**config.mk**
```make
export PLATFORM = sky130hd
export DESIGN_NAME = rfid_dl_encoder
export DESIGN_NICKNAME = d
export VERILOG_FILES = /design/src/rtl/rfid_dl_pkg.sv /design/src/rtl/rfid_dl_framer.sv /design/src/rtl/rfid_dl_gap_timer.sv /design/src/rtl/rfid_dl_encoder.sv
export SDC_FILE = /design/constraint.sdc
export NUM_CORES = 1
export LEC_CHECK = 0
export BUFFER_PORTS_ARGS = -buffer_cell sky130_fd_sc_hd__buf_2
export CELL_PAD_IN_SITES_DETAIL_PLACEMENT = 1
export CELL_PAD_IN_SITES_GLOBAL_PLACEMENT = 1
export CORE_MARGIN = 3
export CORE_UTILIZATION = 43
export CTS_BUF_LIST = sky130_fd_sc_hd__clkbuf_4 sky130_fd_sc_hd__clkbuf_8
export DETAILED_ROUTE_END_ITERATION = 6
export PLACE_DENSITY_LB_ADDON = 0.3
export SLEW_MARGIN = 20
export SYNTH_ARGS = -nofsm -noshare
export SYNTH_HDL_FRONTEND = slang
export SYNTH_SLANG_ARGS = --single-unit
export TNS_END_PERCENT = 20
```
**constraint.sdc**
```tcl
create_clock -name clk -period 4.3 [get_ports clk]
set_input_delay 0.86 -clock clk [delete_from_list [all_inputs] [get_ports clk]]
set_output_delay 0.86 -clock clk [all_outputs]
set_load 0.005 [all_outputs]
```
**src/rtl/rfid_dl_pkg.sv**
```systemverilog
package rfid_dl_pkg;

  localparam int CODE_W = 4;

  typedef enum logic [1:0] {
    CMD_LOGIN   = 2'd0,
    CMD_WRITE   = 2'd1,
    CMD_READ    = 2'd2,
    CMD_DISABLE = 2'd3
  } dl_cmd_e;

  typedef enum logic [2:0] {
    ST_IDLE,
    ST_START_OFF,
    ST_START_ON,
    ST_SYM_OFF,
    ST_SYM_ON,
    ST_HOLD
  } dl_state_e;

  // Codes are stored pre-mirrored with parity, transmitted bit 0 first.
  function automatic logic [CODE_W-1:0] cmd_code(dl_cmd_e c);
    case (c)
      CMD_LOGIN:   return 4'hC;
      CMD_WRITE:   return 4'hA;
      CMD_READ:    return 4'h9;
      default:     return 4'h5;
    endcase
  endfunction

endpackage

```
**src/rtl/rfid_dl_framer.sv**
```systemverilog
module rfid_dl_framer
  import rfid_dl_pkg::*;
#(
  parameter int ADDR_W  = 6,
  parameter int DATA_W  = 32,
  parameter int FRAME_W = 1 + CODE_W + ADDR_W + 1 + DATA_W,
  parameter int LEN_W   = $clog2(FRAME_W + 1)
) (
  input  dl_cmd_e             kind,
  input  logic [ADDR_W-1:0]   addr,
  input  logic [DATA_W-1:0]   word,
  output logic [FRAME_W-1:0]  frame,
  output logic [LEN_W-1:0]    len,
  output logic                needs_hold
);
  localparam int A_POS  = 1 + CODE_W;
  localparam int P_POS  = A_POS + ADDR_W;
  localparam int WD_POS = P_POS + 1;

  always_comb begin
    frame      = '0;
    frame[1 +: CODE_W] = cmd_code(kind);
    needs_hold = 1'b0;
    len        = LEN_W'(1 + CODE_W);
    case (kind)
      CMD_LOGIN: begin
        frame[A_POS +: DATA_W] = word;
        len        = LEN_W'(A_POS + DATA_W);
        needs_hold = 1'b1;
      end
      CMD_READ: begin
        frame[A_POS +: ADDR_W] = addr;
        frame[P_POS]           = ^addr;
        len = LEN_W'(WD_POS);
      end
      CMD_WRITE: begin
        frame[A_POS +: ADDR_W]  = addr;
        frame[P_POS]            = ^addr;
        frame[WD_POS +: DATA_W] = word;
        len        = LEN_W'(WD_POS + DATA_W);
        needs_hold = 1'b1;
      end
      default: ;
    endcase
  end
endmodule

```
**src/rtl/rfid_dl_gap_timer.sv**
```systemverilog
module rfid_dl_gap_timer #(
  parameter int CNT_W = 12
) (
  input  logic             clk,
  input  logic             rst,
  input  logic             tick,
  input  logic             load,
  input  logic [CNT_W-1:0] load_val,
  output logic             expire
);
  logic [CNT_W-1:0] cnt;

  always_ff @(posedge clk) begin
    if (rst)                     cnt <= '0;
    else if (load)               cnt <= load_val;
    else if (tick && cnt != '0)  cnt <= cnt - 1'b1;
  end

  assign expire = tick && (cnt == '0);

  // durations advance only on carrier ticks
  assert_hold_without_tick_R2: assert property (@(posedge clk) disable iff (rst)
    (!tick && !load) |=> $stable(cnt));
endmodule

```
**src/rtl/rfid_dl_encoder.sv**
```systemverilog
module rfid_dl_encoder
  import rfid_dl_pkg::*;
#(
  parameter int ADDR_W      = 6,
  parameter int DATA_W      = 32,
  parameter int START_TICKS = 56,
  parameter int ONE_TICKS   = 32,
  parameter int ZERO_TICKS  = 16,
  parameter int POST_TICKS  = 2500
) (
  input  logic              clk,
  input  logic              rst,
  input  logic              tick,
  input  logic              start,
  input  logic [1:0]        cmd_sel,
  input  logic              use_pwd,
  input  logic [ADDR_W-1:0] addr,
  input  logic [DATA_W-1:0] data_word,
  input  logic [DATA_W-1:0] pass_word,
  output logic              field_en,
  output logic              busy,
  output logic              done
);
  localparam int FRAME_W = 1 + CODE_W + ADDR_W + 1 + DATA_W;
  localparam int LEN_W   = $clog2(FRAME_W + 1);
  localparam int MAX_A   = (START_TICKS > ONE_TICKS) ? START_TICKS : ONE_TICKS;
  localparam int MAX_B   = (ZERO_TICKS > POST_TICKS) ? ZERO_TICKS : POST_TICKS;
  localparam int MAX_G   = (MAX_A > MAX_B) ? MAX_A : MAX_B;
  localparam int CNT_W   = $clog2(MAX_G + 1);

  dl_state_e         state, n_state;
  logic              field_q, n_field, busy_q, n_busy, done_q, n_done;
  logic              prelude, n_pre, latch, frame_end;
  logic [LEN_W-1:0]  bit_idx, n_idx;
  dl_cmd_e           cmd_q;
  logic [ADDR_W-1:0] addr_q;
  logic [DATA_W-1:0] data_q, pass_q;

  dl_cmd_e           kind;
  logic [DATA_W-1:0] word;
  logic [FRAME_W-1:0] frame, shifted;
  logic [LEN_W-1:0]  len;
  logic              needs_hold, expire, tload, cur_bit;
  logic [CNT_W-1:0]  tval;

  assign kind    = prelude ? CMD_LOGIN : cmd_q;
  assign word    = (kind == CMD_LOGIN) ? pass_q : data_q;
  assign shifted = frame >> bit_idx;
  assign cur_bit = shifted[0];

  rfid_dl_framer #(.ADDR_W(ADDR_W), .DATA_W(DATA_W), .FRAME_W(FRAME_W), .LEN_W(LEN_W))
    u_framer (.kind(kind), .addr(addr_q), .word(word), .frame(frame),
              .len(len), .needs_hold(needs_hold));

  rfid_dl_gap_timer #(.CNT_W(CNT_W))
    u_timer (.clk(clk), .rst(rst), .tick(tick), .load(tload),
             .load_val(tval), .expire(expire));

  always_comb begin
    n_state = state;  n_field = field_q;  n_busy = busy_q;  n_done = 1'b0;
    n_idx = bit_idx;  n_pre = prelude;    latch = 1'b0;     frame_end = 1'b0;
    tload = 1'b0;     tval = '0;
    case (state)
      ST_IDLE: begin
        n_field = 1'b1;
        if (start) begin
          latch   = 1'b1;
          n_busy  = 1'b1;
          n_pre   = use_pwd && (cmd_sel == 2'd1 || cmd_sel == 2'd2);
          n_state = ST_START_OFF;
          n_field = 1'b0;
          tload   = 1'b1;
          tval    = CNT_W'(START_TICKS - 1);
          n_idx   = LEN_W'(1);
        end
      end
      ST_START_OFF, ST_SYM_OFF: if (expire) begin
        n_state = (state == ST_START_OFF) ? ST_START_ON : ST_SYM_ON;
        n_field = 1'b1;
        tload   = 1'b1;
        tval    = CNT_W'(ZERO_TICKS - 1);
      end
      ST_START_ON, ST_SYM_ON: if (expire) begin
        if (bit_idx < len) begin
          n_idx = bit_idx + 1'b1;
          tload = 1'b1;
          if (cur_bit) begin
            n_state = ST_SYM_ON;  n_field = 1'b1;  tval = CNT_W'(ONE_TICKS - 1);
          end else begin
            n_state = ST_SYM_OFF; n_field = 1'b0;  tval = CNT_W'(ZERO_TICKS - 1);
          end
        end else if (needs_hold) begin
          n_state = ST_HOLD;
          n_field = 1'b1;
          tload   = 1'b1;
          tval    = CNT_W'(POST_TICKS - 1);
        end else begin
          frame_end = 1'b1;
        end
      end
      ST_HOLD: if (expire) frame_end = 1'b1;
      default: n_state = ST_IDLE;
    endcase

    if (frame_end) begin
      if (prelude) begin
        n_pre   = 1'b0;
        n_state = ST_START_OFF;
        n_field = 1'b0;
        tload   = 1'b1;
        tval    = CNT_W'(START_TICKS - 1);
        n_idx   = LEN_W'(1);
      end else begin
        n_state = ST_IDLE;
        n_field = 1'b1;
        n_busy  = 1'b0;
        n_done  = 1'b1;
      end
    end
  end

  always_ff @(posedge clk) begin
    if (rst) begin
      state   <= ST_IDLE;
      field_q <= 1'b1;
      busy_q  <= 1'b0;
      done_q  <= 1'b0;
      prelude <= 1'b0;
      bit_idx <= '0;
      cmd_q   <= CMD_LOGIN;
      addr_q  <= '0;
      data_q  <= '0;
      pass_q  <= '0;
    end else begin
      state   <= n_state;
      field_q <= n_field;
      busy_q  <= n_busy;
      done_q  <= n_done;
      prelude <= n_pre;
      bit_idx <= n_idx;
      if (latch) begin
        cmd_q  <= dl_cmd_e'(cmd_sel);
        addr_q <= addr;
        data_q <= data_word;
        pass_q <= pass_word;
      end
    end
  end

  assign field_en = field_q;
  assign busy     = busy_q;
  assign done     = done_q;

  assert_idle_carrier_on_R1: assert property (@(posedge clk) disable iff (rst)
    !busy_q |-> field_q);
  assert_gap_only_when_busy_R3: assert property (@(posedge clk) disable iff (rst)
    $fell(field_q) |-> busy_q);
  assert_done_single_R10: assert property (@(posedge clk) disable iff (rst)
    done_q |=> !done_q);
  assert_done_not_busy_R10: assert property (@(posedge clk) disable iff (rst)
    done_q |-> (!busy_q && $past(busy_q)));
endmodule

```
==> results of run 1 <==
## state kept, by name, summed over array words and instances, names as in the netlist
signal	flops
pass_q	32
cmd_q	2
addr_q	6
busy	1
u_timer.cnt	12
prelude	1
done	1
field_en	1
data_q	32
state	3
bit_idx	6
## cell usage after synthesis, types with 7 or more instances
| library cell | instances |
|---|---|
| a221oi_1 | 17 |
| a21oi_1 | 98 |
| xnor2_1 | 8 |
| ha_1 | 8 |
| a211oi_1 | 7 |
| nor3_1 | 14 |
| o21ai_0 | 13 |
| nand2b_1 | 8 |
| clkbuf_1 | 46 |
| dfxtp_1 | 97 |
| inv_1 | 12 |
| nand3_1 | 13 |
| nor2_1 | 26 |
| nand2_1 | 174 |
| a21o_1 | 29 |
## cell type report
cell class / instances / share of cell area
Inverter: 13 / 0.00827
Sequential cell: 97 / 0.329
Tap cell: 143 / 0.0303
Timing Repair Buffer: 88 / 0.0784
Clock buffer: 11 / 0.0257
Multi-Input combinational cell: 518 / 0.507
Clock inverter: 5 / 0.0212
## tightest hold or removal path, stage by stage (launching register included)
cell,delay [ns]
dfxtp_1,0.32
nand2_1,0.05
a21oi_1,0.05
## final timing paths
| check | endpoint | slack (ns) | startpoint |
|---|---|---|---|
| worst max-delay path | field_en | 0.57 | prelude |
| worst min-delay path | data_q[28] | 0.46 | data_q[28] |
| worst max register to register | field_en | 0.57 | prelude |
| worst min register to register | data_q[28] | 0.46 | data_q[28] |
## metal layers
layer | vias to the layer above | track usage
met5 | - | 0
met4 | 0 | 0.114
met3 | 32 | 0.0386
met2 | 104 | 0.423
met1 | 2544 | 0.303
li1 | 2508 | -
## through the flow
step | cells | util | setup WS, ns | hold WS (ns) | area [sq um]
CTS | 875 | 0.508 | 0.634 | 0.462 | 5900
floorplan | 684 | - | 1.09 | 0.433 | 5200
global route | 875 | 0.508 | 0.287 | 0.496 | 5900
detailed placement | 859 | 0.484 | 0.662 | 0.449 | 5630
global placement | 859 | 0.484 | 0.778 | 0.448 | 5630
finish | 875 | 0.508 | 0.567 | 0.461 | 5900
## logic make-up (layout without fill, tap and decap cells)
logic type | Yosys count | after routing
multiplexers | 9 | 9
adder cells (fa/ha/maj) | 8 | 8
XOR/XNOR | 11 | 11
AO/OA/AOI/OAI | 221 | 221
flip-flops | 97 | 97
buffers and inverters | 69 | 117
AND/OR/NAND/NOR | 269 | 269
## power breakdown
group          switching, W  internal (W)  leakage [nW]
Combinational      0.000395      0.000261          1.49
Clock              0.000325      0.000476         0.140
Sequential         0.000106      0.000994         0.796
Total              0.000826       0.00173          2.42
==> impl_metrics.json, run 1 <==
{
  "yosysTopAreaCell": "dfxtp_1",
  "p_leak_nw": 2.42,
  "maxCapViolCount": 0,
  "finalCritPeriodShare": 0.868,
  "p_total_w": 0.00256,
  "core_sq_mm": 0.0116,
  "clock-sinks": 97,
  "ys_seq_area_frac": 0.373,
  "grt_overflow": 0,
  "holdPathStages": 2,
  "antenna_found_initial": 0,
  "hold_path.class": "reg2reg",
  "max_stage_delay_ns": 0.55,
  "multi_input_area_sq_mm": 0.00299,
  "syn2layout_area_growth_pct": 13.4,
  "fmax_mhz": 268,
  "fillCellCount": 1493,
  "first_pass_iters": 4,
  "cts_buffers": 9,
  "tightest_slew_ns": 1.04,
  "yosysWarnings": 0,
  "die_w_microns": 116,
  "critPathArrivalTime_ns": 4.02,
  "synth_fa_ha_area_frac": 0.0192,
  "grt_usage": 0.246,
  "htreeDepth": 3,
  "row_count": 39,
  "vias": 5188,
  "synth_area_sq_mm": 0.00520,
  "path_cells": "nand2b_1, ha_1, buf_4, mux2_2, a22oi_1, o41ai_1, o221a_2, a311oi_2, nand4_1, a211o_1",
  "crit_required_ns": 4.58,
  "cts_root_buf": "clkbuf_8",
  "slew_violations": 0,
  "synthXorXnorAreaFrac": 0.0212,
  "yosys.area_share.simple": 0.225,
  "drc": 0,
  "final_hold_viol_count": 0,
  "io_pins": 80,
  "synth_top_area_frac": 0.373,
  "nets": 812,
  "fin_setup_tns_ns": 0,
  "met3WireLength_microns": 562,
  "path_buf_inv": 1,
  "postSynthAreaPerCell_sq_um": 7.61,
  "final_cell_mix": "nand2_1 (174), a21oi_1 (98), dfxtp_1 (97)",
  "synth_top_family_by_area": "compound AO/OA/AOI/OAI gates",
  "grt_pass1_vias": 5267,
  "final_common_cell": "nand2_1",
  "ctsResizeCount": 0,
  "ys_ff_latch": 97,
  "path_class": "reg2reg",
  "clockBufferDepth": 2,
  "hpwl_microns": 11700,
  "synth_compound_area_frac": 0.283,
  "fin_crit_ns": 3.73,
  "drtIter0Drc": 343,
  "routed_via_density": 5.93,
  "status": "finished clean",
  "layout-drive-gt1-share": 0.165,
  "crit_slowest_cell": "ha_1",
  "syn-num-nets": 769,
  "synth-edff-count": 0,
  "die_h_microns": 116,
  "clkTransAtPathRegs_ns": 0.09,
  "synth.area.mux_share": 0.0255,
  "finClkSkew_ns": 0.00588,
  "wl_met2_microns": 8180,
  "synthTopCellsByArea": "dfxtp_1 (37%), nand2_1 (13%), a21oi_1 (9.4%)",
  "grt_max_degree": 76,
  "synthCells": 684,
  "ant_nets": 0,
  "critPathCaptureType": "flop",
  "ff_latch_area_sq_mm": 0.00194,
  "cp.depth": 10,
  "io_buffers": 79,
  "cts_tree": "done",
  "grt_pass1_wl_microns": 26200,
  "pwr_density_cell_mw_per_mm2": 433,
  "synth_cell_types": 62,
  "setup_viol": 0,
  "start_util": 0.448,
  "cp_top_family": "compound AO/OA/AOI/OAI gates",
  "place_congestion": 0.898,
  "cts_setup_buffers": 0,
  "rsz0062_at_grt": "false",
  "routed_wirelength_microns": 16100,
  "worstSkewPairLatency_ns": 0.39,
  "dominantRegCellSynth": "dfxtp_1",
  "reg2reg_depth": 10,
  "ctsHoldBuffers": 0,
  "startpoint_type": "flop",
  "worstPathMaxFanout": 27,
  "slew_headroom": 0.308,
  "die-area_sq_mm": 0.0135,
  "wl_met1_microns": 6810,
  "wl_per_cell_microns": 18.4,
  "async_reset_ff_frac": 0,
  "dr.max_layer_used": "met4",
  "ir_drop_mv": 0.187,
  "n_antenna_cell": 0
}
(Power assumes the default switching activity.)
==> inputs of run 2 (changes only) <==
- CORE_UTILIZATION: 43 -> 44
- SYNTH_HIERARCHICAL: default -> 1
==> run 2 against run 1 <==
Against the previous run: die area increased by 7.8%; non-clock buffer count rose by 3; fmax fell by 4.1%; combinational power grew 43%; clock power is 22% lower; synthesized cell count up 4.2%; sequential power about the same; critical path depth is 2 higher; highest routed layer unchanged.
==> impl_metrics.json, run 2 <==
{
  "status": "finished clean",
  "postSynthAreaPerCell_sq_um": 8.08,
  "io_buffers": 79,
  "slew_headroom": 0.391,
  "row_count": 41,
  "yosysWarnings": 6,
  "syn2layout_area_growth_pct": 11.5,
  "hold_end": "pass_q[24]",
  "vias": 5371,
  "setup_viol": 0,
  "p_int_w": 0.00166,
  "timing.rr.start": "prelude",
  "r2r_end": "state[2]",
  "clockBufferDepth": 2,
  "layout-drive-gt1-share": 0.224,
  "nets": 849,
  "grt_usage": 0.229,
  "r2r_slack_ns": 0.41,
  "p_seq_frac": 0.414,
  "startpoint_type": "flop",
  "synth-edff-count": 0,
  "cts_buffers": 9,
  "hpwl_microns": 11800,
  "holdPathStages": 2,
  "path_cells": "nor2b_1, nor2_2, buf_4, mux2_2, a22oi_1, nor2_1, mux4_1, mux2i_1, a22o_1, o41ai_2, nor3_1, a2111oi_2",
  "worstPathMaxFanout": 16,
  "antenna_found_initial": 0,
  "netSwitchingPower_w": 0.00101,
  "n_antenna_cell": 0,
  "die_h_microns": 120,
  "wl_per_cell_microns": 17.4,
  "p_leak_nw": 2.53,
  "ant_nets": 0,
  "synthMostInstantiatedCell": "nand2_1",
  "maxCapViolCount": 0,
  "synth_common_cells": "nand2_1 (170), dfxtp_1 (97), a21oi_1 (89)",
  "ctsHoldBuffers": 0,
  "fmax_mhz": 257,
  "pwr-share-comb": 0.352,
  "hold_path.class": "reg2reg",
  "synth_area_sq_mm": 0.00576,
  "io_pins": 80,
  "drtIter0Drc": 256,
  "start_util": 0.453,
  "ys_ff_latch": 97,
  "cts_root_buf": "clkbuf_8",
  "place_congestion": 0.856,
  "reg2reg_depth": 12,
  "pre_cts_ws_ns": 0.313,
  "die_w_microns": 120,
  "pwr_density_cell_mw_per_mm2": 416,
  "clkTransAtPathRegs_ns": 0.10,
  "routed_via_density": 5.74,
  "core_sq_mm": 0.0127,
  "final_hold_viol_count": 0,
  "max_stage_delay_ns": 0.63,
  "clockPowerShare": 0.234,
  "path_class": "reg2reg",
  "critPathCaptureType": "flop",
  "crit_slowest_cell": "nor2_2",
  "htreeDepth": 3,
  "fin_crit_ns": 3.89,
  "setup_ws_ns": 0.408,
  "die-area_sq_mm": 0.0145,
  "synthTopCellsByArea": "dfxtp_1 (34%), nand2_1 (11%), a21oi_1 (7.7%)",
  "rsz0062_at_grt": "false",
  "grt_pass1_wl_microns": 27100,
  "fin_setup_tns_ns": 0,
  "finalCritPeriodShare": 0.905,
  "ys_seq_area_frac": 0.337,
  "critPathArrivalTime_ns": 4.17,
  "fin_util": 0.505,
  "grt_max_degree": 75,
  "first_pass_iters": 4,
  "slew_violations": 0,
  "final_common_cell": "nand2_1",
  "dominantRegCellSynth": "dfxtp_1",
  "routed_wirelength_microns": 16300,
  "async_reset_ff_frac": 0,
  "cts_tree": "done",
  "cp_top_family": "compound AO/OA/AOI/OAI gates",
  "crit_required_ns": 4.58,
  "synth_cell_types": 71,
  "path_buf_inv": 1,
  "tightest_slew_ns": 0.903,
  "clock-sinks": 97,
  "ir_drop_mv": 0.211,
  "drc": 0,
  "worstSkewPairLatency_ns": 0.38,
  "yosysTopAreaCell": "dfxtp_1",
  "synth_top_area_frac": 0.337,
  "reg_top3": "data_q (32), pass_q (32), u_timer/cnt (12)",
  "finClkSkew_ns": 0.00448,
  "synthCells": 713,
  "hp-start": "pass_q[24]",
  "grt_pass1_vias": 5607,
  "final_cell_mix": "nand2_1 (169), dfxtp_1 (97), a21oi_1 (89)",
  "grt_overflow": 0,
  "cts_setup_buffers": 0,
  "stdcell_count": 936,
  "switching_share": 0.378,
  "ctsResizeCount": 0,
  "dp.cells": 920
}
-- run 2: cell families (layout without fill, tap and decap cells) --
kind of cell               after synthesis  in the layout  share of synthesized area
xor gates and xnor gates                 8              8                     0.0145
buffers and inverters                   81            129                     0.0601
muxes                                   52             52                      0.119
AOI/OAI and AO/OA                      187            187                      0.224
adders and majority gates               13             13                     0.0282
and+or+nand+nor                        272            272                      0.216
DFF                                     97             97                      0.337
other                                    3              6                    0.00195
-- run 2: metrics by stage --
| stage | power [W] | cell area [sq um] | hold slack [ns] |
|---|---|---|---|
| 2_1_floorplan | 0.00181 | 5770 | 0.432 |
| 3_3_place_gp | 0.00200 | 6220 | 0.440 |
| 3_5_place_dp | 0.00206 | 6220 | 0.446 |
| 4_1_cts | 0.00269 | 6420 | 0.460 |
| 5_1_grt | 0.00284 | 6430 | 0.470 |
| 6_report | 0.00267 | 6430 | 0.459 |
-- run 2: cell type report --
class | count | area [sq um]
multi-input combinational | 538 | 3490
fill | 1626 | 6300
clock inverter | 7 | 78.8
timing repair buffer | 91 | 485
tap | 172 | 215
inverter | 22 | 86.3
sequential | 97 | 1940
clock buffer | 9 | 124
-- run 2: worst min-delay path, delay by kind of cell, from the launching register on --
| family | cells | cell delay [ns] |
|---|---|---|
| AOI/OAI and AO/OA | 1 | 0.05 |
| DFF | 1 | 0.32 |
| and+or+nand+nor | 1 | 0.05 |
-- run 2: metal layers --
| metal | wire [microns] | vias to the layer above | track usage | share of wire |
|---|---|---|---|---|
| met4 | 442 | 0 | 0.107 | 0.027 |
| met5 | 0 | - | 0 | 0 |
| met1 | 7160 | 2617 | 0.274 | 0.44 |
| met3 | 487 | 36 | 0.0323 | 0.030 |
| li1 | - | 2600 | - | - |
| met2 | 8210 | 118 | 0.404 | 0.50 |
-- run 2: power by group through the flow --
stage	combinational [W]	clock (W)	sequential (W)
3_3_place_gp	0.000891	0	0.00111
2_1_floorplan	0.000721	0	0.00109
5_1_grt	0.00104	0.000674	0.00112
3_5_place_dp	0.000932	0	0.00113
4_1_cts	0.000937	0.000644	0.00111
6_report	0.000939	0.000626	0.00111
-- run 2: worst max-delay path by stage --
| stage | startpoint | to | slack, ns | cells past startpoint |
|---|---|---|---|---|
| final | prelude | state[2] | 0.41 | 12 |
| after global routing | prelude | u_timer/cnt[11] | 0.07 | 15 |
| after CTS | prelude | u_timer/cnt[11] | 0.30 | 15 |
| after detailed placement | prelude | u_timer/cnt[11] | 0.31 | 15 |
| after global placement | prelude | field_en | 0.53 | 12 |
| after floorplan | prelude | u_timer/cnt[11] | 0.76 | 14 |
==> inputs of run 3 (changes only) <==
- CORE_MARGIN: 3 -> 2
==> run 3 against run 2 <==
Against the previous run: sequential cell count stayed put; register-to-register slack worse by 0.04 ns; routed wire length is 1.4% lower; die area is 3.3% lower; first-iteration DRC count is 27% higher; largest cell class unchanged; sequential power hardly changed; critical endpoint is now u_timer/cnt[11]; via count is 1.1% lower; fmax is 0.97% lower; sequential share of layout area is 0.059 points higher; final cell count is 0.21% lower.
==> impl_metrics.json, run 3 (synthesis gave the netlist of run 2 again) <==
{
  "ctsResizeCount": 0,
  "pre_cts_ws_ns": 0.308,
  "grt_max_degree": 75,
  "ctsHoldBuffers": 0,
  "grt_usage": 0.232,
  "n_antenna_cell": 0,
  "htreeDepth": 3,
  "place_congestion": 0.855,
  "vias": 5311,
  "final_hold_viol_count": 0,
  "final_cell_mix": "nand2_1 (169), dfxtp_1 (97), a21oi_1 (89)",
  "die_h_microns": 118,
  "cts_tree": "done",
  "path_buf_inv": 4,
  "io_pins": 80,
  "wl_per_cell_microns": 17.2,
  "pwr_density_cell_mw_per_mm2": 411,
  "crit_start": "prelude",
  "cp_top_family": "compound AO/OA/AOI/OAI gates",
  "max_stage_delay_ns": 0.47,
  "final_common_cell": "nand2_1",
  "cts_setup_buffers": 0,
  "antenna_found_initial": 0,
  "grt_pass1_wl_microns": 26500,
  "ant_nets": 0,
  "io_buffers": 79,
  "grt_overflow": 0,
  "cts_root_buf": "clkbuf_8",
  "layout-drive-gt1-share": 0.223,
  "path_cells": "nor2b_2, inv_1, ha_1, inv_1, ha_1, o21a_1, o21ai_0, o21bai_2, a2111oi_4, buf_4, nand3b_1, clkinvlp_4, nand2_1, nor4b_1, a2111oi_1",
  "path_class": "reg2reg",
  "cp-endpoint": "u_timer/cnt[11]",
  "cts_buffers": 9,
  "dp.cells": 920,
  "syn2layout_area_growth_pct": 11.3,
  "hold_path.class": "reg2reg",
  "stdcell_count": 934,
  "holdPathStages": 2,
  "row_count": 41,
  "clock-sinks": 97,
  "first_pass_iters": 4,
  "clockPowerShare": 0.227,
  "p_seq_frac": 0.424,
  "rsz0062_at_grt": "false",
  "timing.rr.start": "prelude",
  "p_leak_nw": 2.54,
  "drtIter0Drc": 324,
  "slew_headroom": 0.319,
  "die-area_sq_mm": 0.0140,
  "clkTransAtPathRegs_ns": 0.09,
  "hpwl_microns": 11500,
  "fin_crit_ns": 3.93,
  "pwr-share-comb": 0.350,
  "maxCapViolCount": 0,
  "fillCellCount": 1617,
  "fmax_mhz": 254,
  "slew_violations": 0,
  "grt_pass1_vias": 5420,
  "fin_setup_tns_ns": 0,
  "critPathCaptureType": "flop",
  "clockBufferDepth": 2,
  "drc": 0,
  "setup_ws_ns": 0.370,
  "worstSkewPairLatency_ns": 0.38,
  "critPathArrivalTime_ns": 4.19,
  "routed_via_density": 5.69,
  "r2r_end": "u_timer/cnt[11]",
  "netSwitchingPower_w": 0.000968,
  "crit_slowest_cell": "ha_1",
  "p_int_w": 0.00167,
  "reg_top3": "data_q (32), pass_q (32), u_timer/cnt (12)",
  "startpoint_type": "flop",
  "r2r_slack_ns": 0.37,
  "nets": 849,
  "routed_wirelength_microns": 16100,
  "status": "finished clean",
  "worstPathMaxFanout": 15,
  "switching_share": 0.367,
  "ir_drop_mv": 0.165,
  "core_sq_mm": 0.0127,
  "die_w_microns": 118,
  "reg2reg_depth": 15,
  "finClkSkew_ns": 0.00900,
  "tightest_slew_ns": 1.02,
  "setup_viol": 0,
  "finalCritPeriodShare": 0.914,
  "cp.depth": 15,
  "start_util": 0.453,
  "crit_required_ns": 4.56
}
==> run 3: cell count changes in the layout (fill, tap and decap cells not counted) <==
cell        change
clkbuf_4        +1
nor2b_2         +1
nor2b_1         -1
clkinvlp_4      -2
inv_6           -2
clkbuf_8        +1
clkinv_4        -1
clkinv_2        +1
==> run 3: worst register-to-register path, delay by kind of cell, from the launching register on <==
kind / cells / cell delay [ns]
buffers and inverters: 4 / 0.75
DFF: 1 / 0.40
adders and majority gates: 2 / 0.76
AOI/OAI and AO/OA: 5 / 1.19
and+or+nand+nor: 4 / 0.72
==> run 3: metrics by stage <==
step / hold slack, ns / power [W] / cell area [sq um] / utilization
floorplan: 0.432 / 0.00181 / 5770 / -
global placement: 0.438 / 0.00201 / 6220 / 0.489
detailed placement: 0.447 / 0.00205 / 6220 / 0.489
CTS: 0.460 / 0.00266 / 6400 / 0.503
global route: 0.485 / 0.00281 / 6410 / 0.504
finish: 0.456 / 0.00264 / 6410 / 0.504
==> run 3: worst min-delay path by stage <==
stage / startpoint / endpoint / slack [ns]
after global placement: pass_q[24] / pass_q[24] / 0.44
final: data_q[5] / data_q[5] / 0.46
after floorplan: cmd_q[0] / cmd_q[0] / 0.43
after detailed placement: pass_q[22] / pass_q[22] / 0.45
after CTS: pass_q[22] / pass_q[22] / 0.46
after global routing: pass_q[2] / pass_q[2] / 0.49
==> run 3: final cells by class <==
type | count | area [sq um] | share of cell area
inverter | 22 | 86.3 | 0.0135
clock buffer | 11 | 145 | 0.0226
tap | 172 | 215 | 0.0336
clock inverter | 3 | 42.5 | 0.00663
timing repair buffer | 91 | 485 | 0.0757
sequential | 97 | 1940 | 0.303
multi-input combinational | 538 | 3500 | 0.545
==> run 3: layer usage <==
layer / vias to the layer above / GRT usage / part of all wire
met2: 82 / 0.404 / 0.50
met1: 2612 / 0.293 / 0.45
met4: 0 / 0.0908 / 0.020
met5: - / 0 / 0
li1: 2596 / - / -
met3: 21 / 0.0285 / 0.023
==> run 3: power groups by stage <==
| stage | sequential, W | clock, W | combinational (W) |
|---|---|---|---|
| floorplan | 0.00109 | 0 | 0.000721 |
| global placement | 0.00113 | 0 | 0.000880 |
| detailed placement | 0.00114 | 0 | 0.000915 |
| CTS | 0.00112 | 0.000621 | 0.000921 |
| global route | 0.00113 | 0.000651 | 0.00102 |
| finish | 0.00112 | 0.000598 | 0.000922 |
